--- src/rtl/mqp_pkg.sv ---
package mqp_pkg;
  localparam int WORD_W   = 64;
  localparam int KIND_BIT = WORD_W - 1;
  typedef logic [WORD_W-1:0] word_t;
endpackage

--- src/rtl/mqp_prio_pick.sv ---
module mqp_prio_pick #(
  parameter int N  = 16,
  parameter int IW = (N > 1) ? $clog2(N) : 1
) (
  input  logic [N-1:0]  cand,
  output logic          any,
  output logic [IW-1:0] idx,
  output logic [N-1:0]  onehot
);
  always_comb begin
    any    = |cand;
    idx    = '0;
    onehot = '0;
    for (int i = N - 1; i >= 0; i--) begin
      if (cand[i]) begin
        idx       = IW'(i);
        onehot    = '0;
        onehot[i] = 1'b1;
      end
    end
  end
endmodule

--- src/rtl/mqp_word_build.sv ---
module mqp_word_build
  import mqp_pkg::*;
#(
  parameter int PTR_W = 8,
  parameter int IW    = 4
) (
  input  logic             win_any,
  input  logic             win_bulk,
  input  logic [IW-1:0]    win_idx,
  input  word_t            head,
  input  logic [PTR_W-1:0] prod,
  input  logic [PTR_W-1:0] cons,
  input  word_t            empty_word,
  output word_t            word
);
  localparam int PAD_W = WORD_W - 1 - IW - 2 * PTR_W;

  word_t bulk_word;
  word_t short_word;

  assign bulk_word  = {1'b1, {PAD_W{1'b0}}, win_idx, prod, cons};
  assign short_word = head ^ {head[KIND_BIT], {(WORD_W-1){1'b0}}};

  always_comb begin
    if (!win_any)      word = empty_word;
    else if (win_bulk) word = bulk_word;
    else               word = short_word;
  end
endmodule

--- src/rtl/multi_queue_poll.sv ---
module multi_queue_poll
  import mqp_pkg::*;
#(
  parameter int          NQ       = 16,
  parameter int          PTR_W    = 8,
  parameter logic [NQ-1:0] BULK_MAP = 16'hAAAA
) (
  input  logic                clk,
  input  logic                rst_n,
  input  logic                req_valid,
  output logic                req_ready,
  input  logic [NQ-1:0]       req_mask,
  input  logic [NQ-1:0]       q_nonempty,
  input  logic [NQ*64-1:0]    q_data,
  input  logic [NQ*PTR_W-1:0] q_prod,
  input  logic [NQ*PTR_W-1:0] q_cons,
  output logic [NQ-1:0]       q_pop,
  input  logic [63:0]         empty_word,
  output logic                rsp_valid,
  input  logic                rsp_ready,
  output logic [63:0]         rsp_data
);
  localparam int IW = (NQ > 1) ? $clog2(NQ) : 1;

  word_t            head_arr [NQ];
  logic [PTR_W-1:0] prod_arr [NQ];
  logic [PTR_W-1:0] cons_arr [NQ];

  for (genvar g = 0; g < NQ; g++) begin : g_unpack
    assign head_arr[g] = q_data[g*WORD_W +: WORD_W];
    assign prod_arr[g] = q_prod[g*PTR_W +: PTR_W];
    assign cons_arr[g] = q_cons[g*PTR_W +: PTR_W];
  end

  logic          fire;
  logic [NQ-1:0] cand;
  logic          win_any;
  logic [IW-1:0] win_idx;
  logic [NQ-1:0] win_oh;
  logic          win_bulk;
  word_t         result;
  logic          vld_q;
  word_t         data_q;

  assign req_ready = !vld_q || rsp_ready;
  assign fire      = req_valid && req_ready;
  assign cand      = req_mask & q_nonempty;

  mqp_prio_pick #(.N(NQ), .IW(IW)) pick_i (
    .cand   (cand),
    .any    (win_any),
    .idx    (win_idx),
    .onehot (win_oh)
  );

  assign win_bulk = |(win_oh & BULK_MAP);

  mqp_word_build #(.PTR_W(PTR_W), .IW(IW)) build_i (
    .win_any    (win_any),
    .win_bulk   (win_bulk),
    .win_idx    (win_idx),
    .head       (head_arr[win_idx]),
    .prod       (prod_arr[win_idx]),
    .cons       (cons_arr[win_idx]),
    .empty_word (empty_word),
    .word       (result)
  );

  assign q_pop = (fire && !win_bulk) ? (win_oh & ~BULK_MAP) : '0;

  always_ff @(posedge clk) begin
    if (!rst_n) begin
      vld_q  <= 1'b0;
      data_q <= '0;
    end else if (fire) begin
      vld_q  <= 1'b1;
      data_q <= result;
    end else if (rsp_ready) begin
      vld_q  <= 1'b0;
    end
  end

  assign rsp_valid = vld_q;
  assign rsp_data  = data_q;
endmodule

--- config.mk ---
export PLATFORM = sky130hd
export DESIGN_NAME = multi_queue_poll
export DESIGN_NICKNAME = d
export VERILOG_FILES = /design/src/rtl/mqp_pkg.sv /design/src/rtl/mqp_prio_pick.sv /design/src/rtl/mqp_word_build.sv /design/src/rtl/multi_queue_poll.sv
export SDC_FILE = /design/constraint.sdc
export NUM_CORES = 1
export LEC_CHECK = 0
export BUFFER_PORTS_ARGS = -buffer_cell sky130_fd_sc_hd__buf_2
export CAP_MARGIN = 15
export CORE_AREA = 2 2 575 577
export DETAILED_ROUTE_END_ITERATION = 16
export DIE_AREA = 0 0 577 579
export PLACE_DENSITY = 0.3
export SLEW_MARGIN = 20
export SYNTH_ARGS = -nofsm -noshare
export SYNTH_HDL_FRONTEND = slang
export SYNTH_SLANG_ARGS = --single-unit
export TNS_END_PERCENT = 5
--- constraint.sdc ---
create_clock -name clk -period 2.5 [get_ports clk]
set_input_delay 0 -clock clk [delete_from_list [all_inputs] [get_ports clk]]
set_output_delay 0 -clock clk [all_outputs]
set_load 0.02 [all_outputs]
==> metrics.sh, run 1 <==
CTS_BUFFERS=13
GRT_PASS1_VIAS=16500
LAYOUT.CELL_AREA.NON_FILLER_UM2=23600
FP.DIEW_UM=577
POSTSYNTH.TOPFLOPCELL='dfxtp_1'
GLOBALPLACE.CONGESTION=0.881
HP-CLASS='input port to flop'
TRITONCTS='yes'
LAYOUT_COMMON_CELLS='buf_2 (852), nand2_1 (262), dlygate4sd3_1 (237)'
POSTSYNTHCELLCOUNT=1208
TOTAL_LEAKAGE_POWER_nW=9.14
WORSTSETUPSTARTPOINTTYPE='input port'
NUMPORTBUFFERS=854
CLOCK_INSERTION_DELAY_WORST_SKEW_NS=0.55
SYNTH-SEQ-CELLS=65
HOLD-WORST-SLACK_NS=0.0105
SETUP_VIOLATORS_FINAL=0
OVERALL_TRACK_DEMAND_OVER_CAPACITY_IN_GLOBAL_ROUTING=0.104
REMAINING_OVERFLOW_GRT=0
MULTI_INPUT_COMB_AREA_UM2=7180
SYNTH_ADDER_AREA_SHARE=0
GRT_MAX_DEGREE=60
WORST_SLEW_MARGIN_REL=0.363
NETLIST_TOP_CELLS_AREA='dfxtp_1 (15%), mux2i_1 (13%), nand2_1 (12%)'
DESIGN.CORE.AREA_UM2=329000
SYNTH.DISTINCT_CELLS=55
CRITICAL_PATH.MAX_FANOUT=13
FINAL_LAYOUT_SETUP_TOTAL_NEGATIVE_SLACK_NS=0
FINALCRITICALPERIOD_NS=2.47
SYNTH_COMPOUND_AREA_FRAC=0.334
SYNTH_ASYNC_SR_FLOP_SHARE=0
OUTCOME='finished, final reports clean'
ANTENNA_VIOLATIONS_BEFORE_REPAIR=216
CRITICAL_PATH_CLASS='input port to flop'
ROUTEDWLPERCELL_UM=26.3
CLOCKROOTBUFFER='clkbuf_16'
CRITPATHLAUNCH='req_mask[8]'
PLACE_AREA_UM2=20200
ROUTE.DETAILED.DRC=0
CRIT_PATH_END_KIND='flop'
SYNTH-EDFF-COUNT=0
STORAGE_CELL_AREA_UM2=1300
YOSYSSEQAREASHARE=0.151
TIMING.RR.START='rsp_valid'
CP.ARRIVAL_NS=2.86
DIEAREA_UM2=334000
CLK_PATH_BUF_DEPTH=3
REGISTER_CLOCK_PIN_SLEW_ON_THE_REPORTED_WORST_SETUP_AND_HOLD_PATHS_NS=0.08
WORST-R2R-CELL-COUNT=8
DIE_H_UM=579
FIRST_PASS_ITERATION_COUNT_OF_THE_DETAILED_ROUTER=5
SHARE_OF_SYNTHESIZED_CELL_AREA_IN_AND_OR_NAND_AND_NOR_GATES=0.222
POWER_DENSITY_nW_PER_UM2=353
LAYOUT_OVERHEAD_ON_THE_SYNTHESIZED_AREA_PCT=175
WIRE_LENGTH_OF_THE_FIRST_GLOBAL_ROUTING_PASS_MM=211
POST-ROUTE-PERIOD-UTIL=0.989
DRT_ITER0_MARKERS=762
SYNTHESIS.AREA_UM2=8590
CLOCK.FMAX_MHz=404
WORSTREG2REGEND='rsp_data[19]'
VIA_COUNT=16400
DOMINANT_COMBINATIONAL_CELL_FAMILY_BY_AREA_AFTER_SYNTHESIS='compound AO/OA/AOI/OAI gates'
POST-SYNTH-TOP-AREA-FRACTION=0.151
CP-ENDPOINT='rsp_data[15]'
MAX_CAPACITANCE_VIOLATION_COUNT=0
LAYOUT_COMMONEST_CELL='buf_2'
IOPINCOUNT=1462
WORST_CLOCK_SKEW_NS=0.0349
CRITICAL_PATH_REQUIRED_NS=2.89
NUMCLOCKSINKS=65
DETAILED_PLACE_HPWL_MM=163
INITIAL_CELL_DENSITY_OF_THE_CORE=0.0261
TIMING_MAX_TRANSITION_VIOLATIONS_FINAL=0
TIMING.REG2REG.SETUP_SLACK_NS=0.19
AVGSYNTHCELLAREA_UM2=7.11
CTS.HTREE.LEVELS=3
ROW_COUNT=211
TIGHTEST_SLEW_NS=0.949
NETS=3825
FINAL_ANTENNA_NET_COUNT=0
POST_DRT_VIA_CELL_RATIO=2.38
VDD_IR_DROP_MAX_uV=331
NUMBER_OF_HOLD_VIOLATIONS_IN_THE_FINAL_REPORT=0
SYNTH_TOP_AREA_CELL='dfxtp_1'
MUXSHAREOFSYNTHAREA=0.214
SYNTHESIS.YOSYS.WARNINGS=0
POSTROUTEWIRELENGTH_MM=181
FILL_CELL_INSTANCE_COUNT_OF_THE_FINAL_LAYOUT=38900
DRIVE_ABOVE_1_SHARE=0.501
SYNTHXORXNORAREAFRAC=0
GRT_SETUP_UNREPAIRED='true'
critical path, cell delays in order:
cell and delay (ns):
buf_2 0.13, buf_4 0.14, a22oi_2 0.18, o21ai_1 0.12, o21ai_4 0.22, and2_4 0.21, buf_12 0.13, buf_4 0.18
buf_16 0.21, mux2i_4 0.48, o221ai_2 0.16, buf_4 0.16, a21oi_4 0.30, a21oi_1 0.11
sequential cells by signal, indices dropped and copies added (netlist names):
name,flops
rsp_data,64
rsp_valid,1
where the power goes:
part	switching [mW]	leakage, nW	internal (mW)	total, mW
combinational	3.03	8.42	2.13	5.16
clock	0.958	0.179	0.997	1.95
sequential	0.0709	0.539	1.14	1.21
area by class of cell:
class,instances,share of cell area
flip-flops and latches,65,0.0551
clock buffers,15,0.0149
inverters,1,0.000159
well taps,4366,0.231
repair buffers,1345,0.387
diodes,74,0.00784
multi-input cells,1019,0.304
clock inverters,1,0.000212
repair_timing:
item / 4_1_cts / 5_1_grt
hold buffers: 237 / 0
pin swaps: 1 / 1
endpoints found under the setup margin: 29 / 32
gates cloned: 0 / 1
hold endpoints to repair: 64 / 0
buffers inserted: 3 / 0
resized for setup: 56 / 24
cell families after synthesis:
kind of cell	Yosys count
AOI/OAI and AO/OA	434
buffers and inverters	131
DFF	65
muxes	144
other	1
and+or+nand+nor	433
per-stage QoR:
stage	std cells	setup slack (ns)	total power, mW	utilization
floorplan	1215	0.381	2.87	-
global placement	6553	-2.80	6.06	0.0614
detailed placement	6555	-1.72	6.08	0.0615
CTS	6811	-0.0321	8.73	0.0708
global route	6838	-0.0497	8.95	0.0715
finish	6886	0.0277	8.33	0.0719
how the worst min path moves through the flow:
stage                        start      endpoint  slack (ns)  cells past startpoint
floorplan            q_nonempty[8]      q_pop[8]        0.13                      2
global placement    empty_word[58]  rsp_data[58]        0.30                      3
detailed placement  empty_word[58]  rsp_data[58]        0.30                      3
CTS                     q_data[55]  rsp_data[55]     0.00005                      6
global route           q_data[791]  rsp_data[23]        0.02                      4
finish              empty_word[25]  rsp_data[25]        0.01                      6
synth_stat cells (3+ instances only):
master and number:
nand2_1 267, a21oi_1 141, mux2i_1 115, clkbuf_1 68, o21ai_0 67, dfxtp_1 65
nand3_1 50, and3_1 39, a211oi_1 38, o22ai_1 33, nor2_1 31, o221ai_1 30
buf_2 28, a2bb2oi_1 22, a311o_1 22, mux4_2 21, buf_4 19, a31oi_1 13
a22oi_1 11, buf_6 10, nor4_1 10, a311oi_1 9, or3_1 9, mux4_1 8
o32ai_1 8, a2111oi_0 7, a221o_1 7, nor3_1 7, a22o_1 6, and2_1 5
buf_1 5, nand2_2 4, a32o_1 3, nand4_1 3
routing by layer:
metal / routed length, µm / vias up / track usage
met1: 68900 / 7638 / 0.114
met5: 765 / - / 0
li1: - / 7183 / -
met2: 81500 / 1082 / 0.170
met4: 5610 / 114 / 0.0292
met3: 24100 / 372 / 0.0586
Note: power is estimated with default switching activity, not from simulation.
==> run 2: changes to the inputs <==
--- a/config.mk
+++ b/config.mk
@@ -7,12 +7,13 @@
 export LEC_CHECK = 0
 export BUFFER_PORTS_ARGS = -buffer_cell sky130_fd_sc_hd__buf_2
 export CAP_MARGIN = 15
-export CORE_AREA = 2 2 575 577
+export CORE_AREA = 2 2 576 578
 export DETAILED_ROUTE_END_ITERATION = 16
-export DIE_AREA = 0 0 577 579
+export DIE_AREA = 0 0 578 580
 export PLACE_DENSITY = 0.3
 export SLEW_MARGIN = 20
 export SYNTH_ARGS = -nofsm -noshare
 export SYNTH_HDL_FRONTEND = slang
+export SYNTH_HIERARCHICAL = 1
 export SYNTH_SLANG_ARGS = --single-unit
 export TNS_END_PERCENT = 5
==> constraint.sdc (replaced) <==
create_clock -name clk -period 2.1 [get_ports clk]
set_input_delay 0 -clock clk [delete_from_list [all_inputs] [get_ports clk]]
set_output_delay 0 -clock clk [all_outputs]
set_load 0.02 [all_outputs]
==> metrics.sh, run 2 <==
DRIVE_ABOVE_1_SHARE=0.808  # +0.307
TIMING.REG2REG.SETUP_SLACK_NS=0.51  # +0.32 ns
HOLD_DEPTH=5  # -1
LAYOUT_COMMON_CELLS='buf_2 (1,417), mux4_2 (316), buf_4 (224)'
CRIT_PATH_END_KIND='flop'
ROUTE.DETAILED.DRC=0  # unchanged
TIMING.RR.START='rsp_valid'
FINALWORSTSETUPSLACK_NS=-0.713  # -0.741 ns
DRT_ITER0_MARKERS=1529  # +100%
CTS_BUFFERS=9  # -4
FINAL_ANTENNA_NET_COUNT=0  # unchanged
GRT_MAX_DEGREE=66  # +10%
COMB_POWER_SHARE=0.734  # +0.114
FINALCRITICALPERIOD_NS=2.81
CRITPATHMOSTFREQUENTCELL='buf_12'
CP-ENDPOINT='rsp_data[29]'
VDD_IR_DROP_MAX_uV=482  # +46%
TIGHTEST_SLEW_NS=0.768  # -0.182 ns
P_SWITCHING_mW=6.31  # +56%
WORST_CLOCK_SKEW_NS=0.0222  # -0.0127 ns
ROUTEDLENGTHMET1_MM=86.6  # +26%
TOTAL_LEAKAGE_POWER_nW=12.3  # +35%
GRT_SETUP_UNREPAIRED='true'
TIMING.CRITICAL_PATH.BUF_INV=6  # unchanged
IOPINCOUNT=1462  # unchanged
NUMBER_OF_HOLD_VIOLATIONS_IN_THE_FINAL_REPORT=0  # unchanged
WORST-R2R-CELL-COUNT=5  # -3
MET3_LENGTH_MM=20.7  # -14%
ROUTEDWLPERCELL_UM=29.9  # +14%
WORST_SLEW_MARGIN_REL=0.488  # +0.125
PLACE_AREA_UM2=27800  # +37%
CLK_PATH_BUF_DEPTH=2  # -1
WIRE_LENGTH_OF_THE_FIRST_GLOBAL_ROUTING_PASS_MM=264  # +25%
REMAINING_OVERFLOW_GRT=0  # unchanged
INITIAL_CELL_DENSITY_OF_THE_CORE=0.0398  # +0.0137
P_INT_mW=7.57  # +77%
CRITICAL_PATH_CLASS='input port to flop'
TOP_LAYER='met5'
POSTSYNTHCELLCOUNT=1177  # -2.6%
PATH_DEPTH=17  # +3
TIMING_MAX_TRANSITION_VIOLATIONS_FINAL=0  # unchanged
HP-CLASS='input port to flop'
LAYOUT.CELL_AREA.NON_FILLER_UM2=30800  # +31%
PLACE_WORST_SETUP_SLACK_NS=-1.83  # -0.102 ns
VIA_COUNT=21300  # +30%
POST_DRT_VIA_CELL_RATIO=2.90  # +22%
ANTENNA_VIOLATIONS_BEFORE_REPAIR=278  # +29%
REGISTER_CLOCK_PIN_SLEW_ON_THE_REPORTED_WORST_SETUP_AND_HOLD_PATHS_NS=0.10  # +0.02 ns
FP.DIEW_UM=578  # +0.17%
OVERALL_TRACK_DEMAND_OVER_CAPACITY_IN_GLOBAL_ROUTING=0.125  # +0.0210
LAYOUT_COMMONEST_CELL='buf_2'
DIEAREA_UM2=335000  # +0.35%
NUMPORTBUFFERS=1437  # +68%
LAYOUT_OVERHEAD_ON_THE_SYNTHESIZED_AREA_PCT=135
WORSTREG2REGEND='rsp_data[4]'
WORSTSETUPSTARTPOINTTYPE='input port'
POST-ROUTE-PERIOD-UTIL=1.34
CTS.HTREE.LEVELS=3  # unchanged
CRITICAL_PATH_REQUIRED_NS=2.40  # -0.49 ns
CLOCKROOTBUFFER='clkbuf_16'
CLOCK_INSERTION_DELAY_WORST_SKEW_NS=0.44  # -0.11 ns
CRITICAL_PATH.SLOWEST_CELL='mux4_2'
TRITONCTS='yes'
GLOBALPLACE.CONGESTION=0.975  # +11%
MAX_CAPACITANCE_VIOLATION_COUNT=0  # unchanged
CP.ARRIVAL_NS=3.11  # +0.25 ns
SWITCHING_SHARE=0.455  # -0.0329
POWER_FRAC_CLOCK=0.162  # -0.073
DIE_H_UM=580  # +0.17%
DELAY_OF_THE_SLOWEST_CRITICAL_PATH_STAGE_NS=0.60  # +0.12 ns
ROW_COUNT=211  # unchanged
P_SEQ_FRAC=0.104  # -0.042
SETUP_VIOLATORS_FINAL=70  # +70
NETS=4237  # +11%
CRITICAL_PATH.MAX_FANOUT=8  # -5
DESIGN.CORE.AREA_UM2=329000  # +0.16%
NUMCLOCKSINKS=65  # unchanged
ROUTED_MET2_LENGTH_MM=100  # +23%
DETAILED_PLACE_HPWL_MM=196  # +20%
VIOLATIONS='negative setup slack'
AVGSYNTHCELLAREA_UM2=11.1  # +57%
CRITPATHLAUNCH='req_mask[12]'
GRT_PASS1_VIAS=22000  # +33%
CPLARGESTDELAYFAMILY='compound AO/OA/AOI/OAI gates'
SYNTHESIS.YOSYS.WARNINGS=6  # +6
CRIT_PATH_CELL_TRACE='buf_8, and2_4, nor3_4, o21ai_2, o211ai_1, o2bb2ai_4, buf_12, buf_12, buf_16, buf_12, buf_12, mux4_2, a22oi_1, nand2_1, a22o_1, nand3_1, a21oi_1'
SYNTHESIS.AREA_UM2=13100  # +53%
POSTROUTEWIRELENGTH_MM=219  # +21%
OUTCOME='finished with violations'
CLOCK.FMAX_MHz=356
HOLD_PATH_STARTPOINT='empty_word[6]'
FIRST_PASS_ITERATION_COUNT_OF_THE_DETAILED_ROUTER=5  # unchanged
POWER_DENSITY_nW_PER_UM2=450  # +28%
LARGEST_REGISTER_FF_COUNT=64  # unchanged
run 2: what timing repair did:
action,4_1_cts,5_1_grt
setup buffers,25,44
cloned,5,5
hold endpoints to repair,40,0
gates resized for setup,206,101
endpoints found under the setup margin,72,72
hold buffers,40,0
pin swaps,40,40
run 2: worst min-delay path, delay by kind of cell:
kind	cells	cell delay (ns)
and+or+nand+nor	2	0.19
buffers and inverters	1	0.10
AOI/OAI and AO/OA	2	0.13
run 2: how the worst min path moves through the flow:
stage / end / slack (ns)
after floorplan: rsp_data[62] / 0.24
after global placement: rsp_data[5] / 0.40
after detailed placement: rsp_data[7] / 0.40
after CTS: rsp_data[17] / 0.002
after global routing: rsp_data[3] / 0.04
final: rsp_data[6] / 0.04
run 2: power groups by stage:
stage	logic, mW	registers (mW)	clock network, mW
after floorplan	4.11	1.59	0
after global placement	9.25	1.47	0
after detailed placement	9.23	1.47	0
after CTS	10.0	1.45	2.51
after global routing	10.9	1.46	2.45
final	10.2	1.44	2.25
run 2: final cells by class:
| class | instances | area [µm²] |
|---|---|---|
| Inverter | 9 | 43.8 |
| Antenna cell | 103 | 258 |
| Clock buffer | 11 | 243 |
| Timing Repair Buffer | 1830 | 11700 |
| Clock inverter | 5 | 85.1 |
| Fill cell | 38500 | 298000 |
| Multi-Input combinational cell | 942 | 11700 |
| Sequential cell | 65 | 1300 |
| Tap cell | 4366 | 5460 |
run 2: metal layers:
metal,GRT usage,up-vias
met5,0,-
met2,0.207,1673
met3,0.0401,517
li1,-,8492
met1,0.149,10500
met4,0.0465,114
run 2: through the flow:
step / std cells / util / TNS [ns] / hold WS (ns) / total power, mW
2_1_floorplan: 1184 / - / -9.82 / 0.244 / 5.70
3_3_place_gp: 7094 / 0.0843 / -93.13 / 0.398 / 10.7
3_5_place_dp: 7094 / 0.0843 / -91.47 / 0.399 / 10.7
4_1_cts: 7180 / 0.0901 / -40.57 / 0.00187 / 14.0
5_1_grt: 7287 / 0.0933 / -46.82 / 0.0381 / 14.8
6_report: 7331 / 0.0937 / -38.84 / 0.0429 / 13.9
==> run 3: changes to the inputs <==
--- a/config.mk
+++ b/config.mk
@@ -7,9 +7,11 @@
 export LEC_CHECK = 0
 export BUFFER_PORTS_ARGS = -buffer_cell sky130_fd_sc_hd__buf_2
 export CAP_MARGIN = 15
-export CORE_AREA = 2 2 576 578
+export CELL_PAD_IN_SITES_DETAIL_PLACEMENT = 2
+export CELL_PAD_IN_SITES_GLOBAL_PLACEMENT = 2
+export CORE_AREA = 2 2 571 573
 export DETAILED_ROUTE_END_ITERATION = 16
-export DIE_AREA = 0 0 578 580
+export DIE_AREA = 0 0 573 575
 export PLACE_DENSITY = 0.3
 export SLEW_MARGIN = 20
 export SYNTH_ARGS = -nofsm -noshare
==> metrics.sh, run 3 (synthesis results as in run 2) <==
OUTCOME='finished with violations'
VIOLATIONS='negative setup slack'
GRT_PASS1_VIAS=22400  # +1.5%
CP.ARRIVAL_NS=3.06  # -0.05 ns
POST-ROUTE-PERIOD-UTIL=1.31  # -0.0280
CRIT_PATH_CELL_TRACE='buf_8, and2_4, nor3_2, o21ai_1, o211ai_1, buf_4, o2bb2ai_4, buf_12, buf_8, buf_12, mux4_2, a22oi_2, nand2_1, a22o_1, nand3_2, a21oi_2'
MAX_CAPACITANCE_VIOLATION_COUNT=0  # unchanged
LARGEST_REGISTER_FF_COUNT=64  # unchanged
WORSTSETUPSTARTPOINTTYPE='input port'
IOPINCOUNT=1462  # unchanged
P_INT_mW=7.41  # -2.1%
VDD_IR_DROP_MAX_uV=268  # -44%
ROUTE.DETAILED.DRC=0  # unchanged
GLOBALPLACE.CONGESTION=0.883  # -9.4%
NUMPORTBUFFERS=1437  # unchanged
ROUTEDWLPERCELL_UM=30.2  # +1.2%
DRIVE_ABOVE_1_SHARE=0.806  # -0.00140
CRITICAL_PATH_CLASS='input port to flop'
CLK_PATH_BUF_DEPTH=2  # unchanged
FILL_CELL_INSTANCE_COUNT_OF_THE_FINAL_LAYOUT=38300  # -0.55%
FINAL_ANTENNA_NET_COUNT=0  # unchanged
P_SEQ_FRAC=0.106  # +0.002
FINAL_LAYOUT_SETUP_TOTAL_NEGATIVE_SLACK_NS=-32.13  # +6.71 ns
CPLARGESTDELAYFAMILY='compound AO/OA/AOI/OAI gates'
CRITICAL_PATH_REQUIRED_NS=2.41  # about the same
FINALCRITICALPERIOD_NS=2.75  # -0.0587 ns
GRT_UTIL_MET3=0.0571  # +0.0169
NUMBER_OF_HOLD_VIOLATIONS_IN_THE_FINAL_REPORT=0  # unchanged
GRT_MAX_DEGREE=50  # -24%
CRITICAL_PATH.SLOWEST_CELL='mux4_2'
TIMING_MAX_TRANSITION_VIOLATIONS_FINAL=0  # unchanged
LAYOUT_OVERHEAD_ON_THE_SYNTHESIZED_AREA_PCT=133
PLACE_AREA_UM2=27700  # about the same
REMAINING_OVERFLOW_GRT=0  # unchanged
FIRST_PASS_ITERATION_COUNT_OF_THE_DETAILED_ROUTER=5  # unchanged
POSTROUTEWIRELENGTH_MM=218  # -0.46%
WORST_CLOCK_SKEW_NS=0.0180  # -0.00417 ns
DIE_H_UM=575  # -0.86%
CRITICAL_PATH.MAX_FANOUT=8  # unchanged
HP-CLASS='input port to flop'
POWER_DENSITY_nW_PER_UM2=446  # -1.0%
TRITONCTS='yes'
SETUP_VIOLATORS_FINAL=71  # +1.4%
DRT_ITER0_MARKERS=1049  # -31%
CLOCK.FMAX_MHz=363  # +2.1%
INITIAL_CELL_DENSITY_OF_THE_CORE=0.0406  # +0.000739
CLOCKROOTBUFFER='clkbuf_16'
FP.DIEW_UM=573  # -0.87%
GLOBAL_ROUTE.USAGE.MET2=0.224  # +0.0175
NETS=4208  # -0.68%
WORST_SLEW_MARGIN_REL=0.601  # +0.112
POST_DRT_VIA_CELL_RATIO=2.82  # -2.8%
OVERALL_TRACK_DEMAND_OVER_CAPACITY_IN_GLOBAL_ROUTING=0.127  # +0.00261
CTS.HTREE.LEVELS=3  # unchanged
FINALWORSTSETUPSLACK_NS=-0.654  # +0.0587 ns
SWITCHING_SHARE=0.456  # +0.00132
VIA_COUNT=20300  # -4.3%
DESIGN.CORE.AREA_UM2=323000  # -1.8%
POWER_FRAC_CLOCK=0.152  # -0.010
ROW_COUNT=209  # -0.95%
REGISTER_CLOCK_PIN_SLEW_ON_THE_REPORTED_WORST_SETUP_AND_HOLD_PATHS_NS=0.09  # about the same
GRT_SETUP_UNREPAIRED='true'
DIEAREA_UM2=329000  # -1.7%
CRIT_PATH_END_KIND='flop'
P_SWITCHING_mW=6.21  # -1.6%
GRT-BUSIEST-LAYER='met2'
NUMCLOCKSINKS=65  # unchanged
LAYOUT_COMMONEST_CELL='buf_2'
COMB_POWER_SHARE=0.741  # +0.007
LAYOUT_COMMON_CELLS='buf_2 (1,421), mux4_2 (316), buf_4 (174)'
CLOCK_INSERTION_DELAY_WORST_SKEW_NS=0.44  # about the same
CTS_BUFFERS=9  # unchanged
LAYOUT.CELL_AREA.NON_FILLER_UM2=30600  # -0.90%
GRT_UTIL_MET1=0.146  # -0.00334
ANTENNA_VIOLATIONS_BEFORE_REPAIR=253  # -9.0%
TIGHTEST_SLEW_NS=0.599  # -0.169 ns
DELAY_OF_THE_SLOWEST_CRITICAL_PATH_STAGE_NS=0.53  # -0.07 ns
TOTAL_LEAKAGE_POWER_nW=12.2  # -1.2%
TIMING.CRITICAL_PATH.BUF_INV=5  # -1
DETAILED_PLACE_HPWL_MM=195  # -0.52%
WIRE_LENGTH_OF_THE_FIRST_GLOBAL_ROUTING_PASS_MM=269  # +2.1%
run 3: final timing paths:
| check | depth (start not counted) | startpoint | slack, ns | endpoint |
|---|---|---|---|---|
| max | 16 | q_nonempty[8] | -0.65 | rsp_data[42] |
| min | 4 | empty_word[63] | 0.06 | rsp_data[63] |
| max reg2reg | 6 | rsp_valid | 0.53 | rsp_data[29] |
| min reg2reg | 2 | rsp_data[28] | 0.49 | rsp_data[28] |
run 3: tightest hold or removal path, stage by stage:
cell and delay [ns]:
buf_2 0.08, mux2_2 0.17, nand3_1 0.08, a21oi_1 0.12
run 3: layout make-up:
| cell class | instances | area [µm²] | area share |
|---|---|---|---|
| well taps | 4325 | 5410 | 0.177 |
| flip-flops and latches | 65 | 1300 | 0.0426 |
| diodes | 58 | 145 | 0.00475 |
| clock buffers | 12 | 267 | 0.00872 |
| clock inverters | 2 | 37.5 | 0.00123 |
| multi-input cells | 942 | 11800 | 0.385 |
| inverters | 9 | 43.8 | 0.00143 |
| repair buffers | 1801 | 11600 | 0.379 |
run 3: power by group through the flow:
stage	Clock [mW]	Combinational (mW)	Sequential, mW
3_3_place_gp	0	9.23	1.48
6_report	2.07	10.1	1.45
5_1_grt	2.29	10.9	1.47
3_5_place_dp	0	9.25	1.48
4_1_cts	2.30	10.2	1.45
2_1_floorplan	0	4.11	1.59
run 3: stage by stage:
| stage | setup WS [ns] | std cells | hold slack [ns] | util | total power [mW] |
|---|---|---|---|---|---|
| floorplan | -0.162 | 1184 | 0.244 | - | 5.70 |
| global placement | -1.54 | 7052 | 0.396 | 0.0858 | 10.7 |
| detailed placement | -1.44 | 7052 | 0.399 | 0.0858 | 10.7 |
| CTS | -0.597 | 7140 | 0.00759 | 0.0922 | 13.9 |
| global route | -0.711 | 7161 | 0.0442 | 0.0941 | 14.6 |
| finish | -0.654 | 7214 | 0.0612 | 0.0945 | 13.6 |
run 3: layer usage:
layer,vias up,share of wire
met5,-,0.0040
met3,338,0.10
met4,138,0.011
met2,1308,0.49
met1,10100,0.39
li1,8411,-
run 3: what timing repair did:
item                                    4_1_cts  5_1_grt
endpoints found under the hold margin        48        0
pin swaps                                    39       36
hold buffers                                 48        0
endpoints found under the setup margin       72       72
setup buffers                                19       17
cloned                                        7        5
resized for setup                           207      109
